--- src/rtl/irq_ack_handler.sv ---
`timescale 1ns/1ps
module irq_ack_handler #(
  parameter int ADDR_W = 32,
  parameter int DATA_W = 32
) (
  input  logic              clk,
  input  logic              rst_n,
  input  logic [7:1]        irq_n,
  input  logic [7:1]        serve_mask,
  input  logic [1:0]        id_width,
  output logic              bus_req,
  input  logic              bus_grant,
  output logic [ADDR_W-1:0] addr,
  output logic              as_n,
  output logic              iack_n,
  output logic              ds0_n,
  output logic              ds1_n,
  output logic              lword_n,
  input  logic [DATA_W-1:0] data_in,
  input  logic              dtack_n,
  input  logic              berr_n,
  output logic              vec_valid,
  output logic              vec_err,
  output logic [2:0]        vec_level,
  output logic [DATA_W-1:0] vec_id,
  input  logic              vec_ack
);

  typedef enum logic [1:0] {S_IDLE, S_REQ, S_CYC, S_DONE} st_t;

  st_t              st;
  logic [2:0]       lvl;
  logic [1:0]       wid;
  logic [2:0]       pick_lvl;
  logic [DATA_W-1:0] id_cap;
  logic             cyc;
  logic             bus_quiet;

  always_comb begin
    pick_lvl = 3'd0;
    for (int i = 1; i <= 7; i++)
      if (!irq_n[i] && serve_mask[i]) pick_lvl = 3'(i);
  end

  always_comb begin
    case (wid)
      2'b00:   id_cap = DATA_W'(data_in[7:0]);
      2'b01:   id_cap = DATA_W'(data_in[15:0]);
      default: id_cap = data_in;
    endcase
  end

  assign bus_quiet = dtack_n && berr_n;
  assign cyc       = (st == S_CYC);
  assign bus_req   = (st == S_REQ) || cyc;
  assign iack_n    = !cyc;
  assign as_n      = !cyc;
  assign ds0_n     = !cyc;
  assign ds1_n     = !(cyc && wid != 2'b00);
  assign lword_n   = !(cyc && wid[1]);
  assign addr      = cyc ? ADDR_W'(lvl) : '0;
  assign vec_level = lvl;

  always_ff @(posedge clk) begin
    if (!rst_n) begin
      st        <= S_IDLE;
      lvl       <= 3'd0;
      wid       <= 2'b00;
      vec_valid <= 1'b0;
      vec_err   <= 1'b0;
      vec_id    <= '0;
    end else begin
      if (vec_ack) begin
        vec_valid <= 1'b0;
        vec_err   <= 1'b0;
      end
      case (st)
        S_IDLE:
          if (pick_lvl != 3'd0 && !vec_valid && !vec_err && bus_quiet) begin
            lvl <= pick_lvl;
            wid <= id_width;
            st  <= S_REQ;
          end
        S_REQ:
          if (bus_grant) st <= S_CYC;
        S_CYC:
          if (!berr_n) begin
            vec_err <= 1'b1;
            st      <= S_DONE;
          end else if (!dtack_n) begin
            vec_valid <= 1'b1;
            vec_id    <= id_cap;
            st        <= S_DONE;
          end
        default:
          if (bus_quiet) st <= S_IDLE;
      endcase
    end
  end

  assert_reset_quiet_R1: assert property (@(posedge clk)
    $past(!rst_n) |-> (!bus_req && iack_n && !vec_valid && !vec_err));

  assert_iack_after_grant_R4: assert property (@(posedge clk) disable iff (!rst_n)
    $fell(iack_n) |-> $past(bus_grant));

  assert_level_on_addr_R5: assert property (@(posedge clk) disable iff (!rst_n)
    !iack_n |-> (addr[2:0] != 3'd0 && as_n == 1'b0));

  assert_berr_wins_R8: assert property (@(posedge clk) disable iff (!rst_n)
    (!iack_n && !berr_n) |=> (vec_err && !vec_valid));

  assert_result_exclusive_R8: assert property (@(posedge clk) disable iff (!rst_n)
    !(vec_valid && vec_err));

  assert_release_R9: assert property (@(posedge clk) disable iff (!rst_n)
    (!iack_n && !(dtack_n && berr_n)) |=> (iack_n && ds0_n && !bus_req));

  assert_hold_vector_R10: assert property (@(posedge clk) disable iff (!rst_n)
    (vec_valid && !vec_ack) |=> (vec_valid && $stable(vec_id)));

  assert_no_req_pending_R10: assert property (@(posedge clk) disable iff (!rst_n)
    $rose(bus_req) |-> (!vec_valid && !vec_err));

endmodule

--- config.mk ---
export PLATFORM = sky130hd
export DESIGN_NAME = irq_ack_handler
export DESIGN_NICKNAME = d
export VERILOG_FILES = /design/src/rtl/irq_ack_handler.sv
export SDC_FILE = /design/constraint.sdc
export NUM_CORES = 1
export LEC_CHECK = 0
export ABC_AREA = 1
export BUFFER_PORTS_ARGS = -buffer_cell sky130_fd_sc_hd__buf_2
export CORE_MARGIN = 4
export CORE_UTILIZATION = 44
export CTS_BUF_LIST = sky130_fd_sc_hd__clkbuf_2
export CTS_CLUSTER_SIZE = 16
export DETAILED_ROUTE_END_ITERATION = 8
export GPL_TIMING_DRIVEN = 0
export PLACE_DENSITY_LB_ADDON = 0.12
export SETUP_SLACK_MARGIN = 0.3
export SYNTH_ARGS = -nofsm -noshare
export SYNTH_HDL_FRONTEND = slang
export SYNTH_SLANG_ARGS = --single-unit
--- constraint.sdc ---
create_clock -name clk -period 1.9 [get_ports clk]
set_clock_uncertainty 0.2 [all_clocks]
set_input_delay 0.095 -clock clk [delete_from_list [all_inputs] [get_ports clk]]
set_output_delay 0.095 -clock clk [all_outputs]
set_load 0.02 [all_outputs]
==> metrics <==
die height=75.7 microns; Relative slew margins=60.8%; largest cells by area after synthesis=dfxtp_1, buf_4, nand2_1, a21oi_1, nand3_1; cells after synthesis=271; clock root cell=clkbuf_2; most common cell in the netlist=nand2_1; TritonCTS buffer count=5; total gr overflow=0; Post-DRT Antenna Nets=0; Tmin final=1.78 ns; Final WS setup=0.124 ns; Initial Utilization=46.0%; failing checks=negative hold slack; Max Cap Viol=0; WL per Instance=13.9 microns; die area=5730 sq um; asr flop ratio synth=0%; unrepaired setup endpoints after global routing=true; clk buf depth=2; Vias/cell=4.67; sequential share of the synthesized area=40.7%; antenna violations before repair=0; Min Hold Slack=-0.0362 ns; R2R cell count=9; number of nets in the layout=523; Yosys warning count=0; Pre-antenna DRT Iters=4; number of diodes=0; Post-DP HPWL=4.03 mm; IO Port Bufs=99; multi-input logic area=1090 sq um; Hold WC Path Type=input pin to register; drt first-iter violations=131; CTS tree=done; worst-margin pin slew=0.588 ns; Max Clk Rate=563 MHz; share of the synthesized area in the top cell type=40.7%; largest net degree at the start of global routing=13; P&R area growth vs syn=84.0%; Tcrit/Tclk final=93.5%; r2r startpoint=st[0]; Sequential Area=830 sq um; gpl congestion=0.831; Reg-to-Reg End=vec_id[12]; CTS Sinks=41; dpl ws=0.0926 ns; Final Max Tran Viols=0; row count=24; CP max FO=8; number of global-route vias before repair=2,285; detailed-route via count=2,416; worst skew pair latency=0.38 ns; Post-synth top cells=nand2_1, dfxtp_1, buf_4; Synth area leader=dfxtp_1; I/O pin count=129; gr usage total=23.6%; Design Area, Final=3710 sq um; Min-Delay Endpoint=vec_level[1]; R2R setup slack=0.12 ns; Yosys reg bits=41; Peak VDD IR=0.755 mV; Post-DP Area=2710 sq um; Core Area=4380 sq um; startpoint types=register; first-pass GRT wire length=10.3 mm; DRC viols=0; count of cell types in the netlist=22; layout filler cell count=273; H-tree levels=2; final setup vio count=0; number of flops mapped to enable cells by yosys=0; Critical Path RT=2.02 ns; Worst-path clk slew=0.21 ns; outcome=finished with violations; worst hold stages=4; WP data arrival=1.90 ns; share of post-route cells with drive strength above 1=48.2%; final hold vios=1; Setup TNS Final=0 ns; Syn Area/Cell=7.44 sq um; Pwr Density=747 nW/um^2; CP Class=register to register; DIE WIDTH=75.7 microns; Post-Synthesis Cell Area=2020 sq um; Worst setup EP type=register; min-delay src=serve_mask[4]; leak pwr=1.85 nW; total wire length=7.17 mm; Synth Flop Type=dfxtp_1
-- layout make-up --
class                           instances  area share, %
Timing Repair Buffer                  159           32.3
Sequential cell                        41           22.4
Clock inverter                          2          0.304
Multi-Input combinational cell        191           29.4
Buffer                                 45           10.5
Inverter                               22           2.83
Clock buffer                            5          0.675
Tap cell                               52           1.75
-- worst max path at each step --
| stage | startpoint | to | slack [ns] |
|---|---|---|---|
| after floorplan | st[0] | vec_id[0] | 0.26 |
| after global placement | st[0] | vec_id[3] | 0.11 |
| after detailed placement | st[0] | vec_id[22] | 0.09 |
| after CTS | st[0] | addr[2] | 0.18 |
| after global routing | st[0] | vec_id[19] | 0.08 |
| final | st[0] | vec_id[12] | 0.12 |
-- report_power, final --
part	total, mW	leakage (nW)	internal (mW)	switching, mW
sequential	0.979	0.333	0.932	0.0475
combinational	1.42	1.50	0.695	0.728
clock	0.368	0.0225	0.0795	0.288
total	2.77	1.85	1.71	1.06
-- stage by stage --
| step | power (mW) | std cells | utilization (%) | hold slack, ns |
|---|---|---|---|---|
| 2_1_floorplan | 1.67 | 299 | - | 0.0177 |
| 3_3_place_gp | 1.88 | 450 | 61.8 | 0.115 |
| 3_5_place_dp | 1.90 | 450 | 61.8 | 0.132 |
| 4_1_cts | 2.60 | 517 | 81.2 | 0.00528 |
| 5_1_grt | 2.94 | 517 | 84.6 | -0.00343 |
| 6_report | 2.77 | 517 | 84.6 | -0.0362 |
-- repair_timing --
| item | 4_1_cts | 5_1_grt |
|---|---|---|
| pin swaps | 6 | 7 |
| gates resized for setup | 77 | 34 |
| gates cloned | 4 | 1 |
| endpoints found under the hold margin | 41 | 0 |
| endpoints found under the setup margin | 44 | 47 |
| setup buffers | 9 | 1 |
| hold buffers | 47 | 0 |
-- state kept, by name (all words and copies together), names as in the netlist --
name and count:
st 2, vec_err 1, vec_id 32, vec_level 3
vec_valid 1, wid 2
-- worst max-delay path, cell delays in order, from the launching register on --
cell       delay [ns]
dfxtp_4          0.40
inv_4            0.06
ha_4             0.12
buf_8            0.11
inv_8            0.04
nor3_4           0.22
buf_12           0.19
clkbuf_16        0.16
nand3_1          0.08
a21oi_1          0.16
-- cell families (layout without fill, tap and decap cells) --
family	after synthesis	in the layout	share of synthesized area (%)
buffers and inverters	67	233	21.0
AOI/OAI and AO/OA	45	45	11.6
DFF	41	41	40.7
other	1	29	0.186
and+or+nand+nor	113	113	24.0
adders and majority gates	4	4	2.48
-- layer usage --
layer  track usage [%]  vias to the layer above  wire length (microns)  part of all wire, %
met1              26.9                     1106                   2640                   37
met2              43.7                      110                   3960                   55
met3              5.94                        4                    545                  7.6
met5                 0                        -                      0                    0
met4              6.02                        0                     26                 0.36
li1                  -                     1196                      -                    -
-- layout by cell type (no fill, tap or decap), types with 4 or more instances in the layout --
master / count
nand2_1: 37
nor2_1: 13
nor2_2: 5
nand3_2: 6
dlygate4sd3_1: 43
a21oi_1: 24
buf_4: 37
buf_2: 90
conb_1: 29
a21oi_2: 9
dfxtp_1: 38
nand2_2: 19
nand3_1: 22
inv_2: 5
nand2_4: 5
buf_6: 14
o21ai_0: 8
buf_8: 10
inv_1: 14
clkbuf_1: 4
clkbuf_2: 6
No activity file was read; power rests on OpenSTA's default activity.
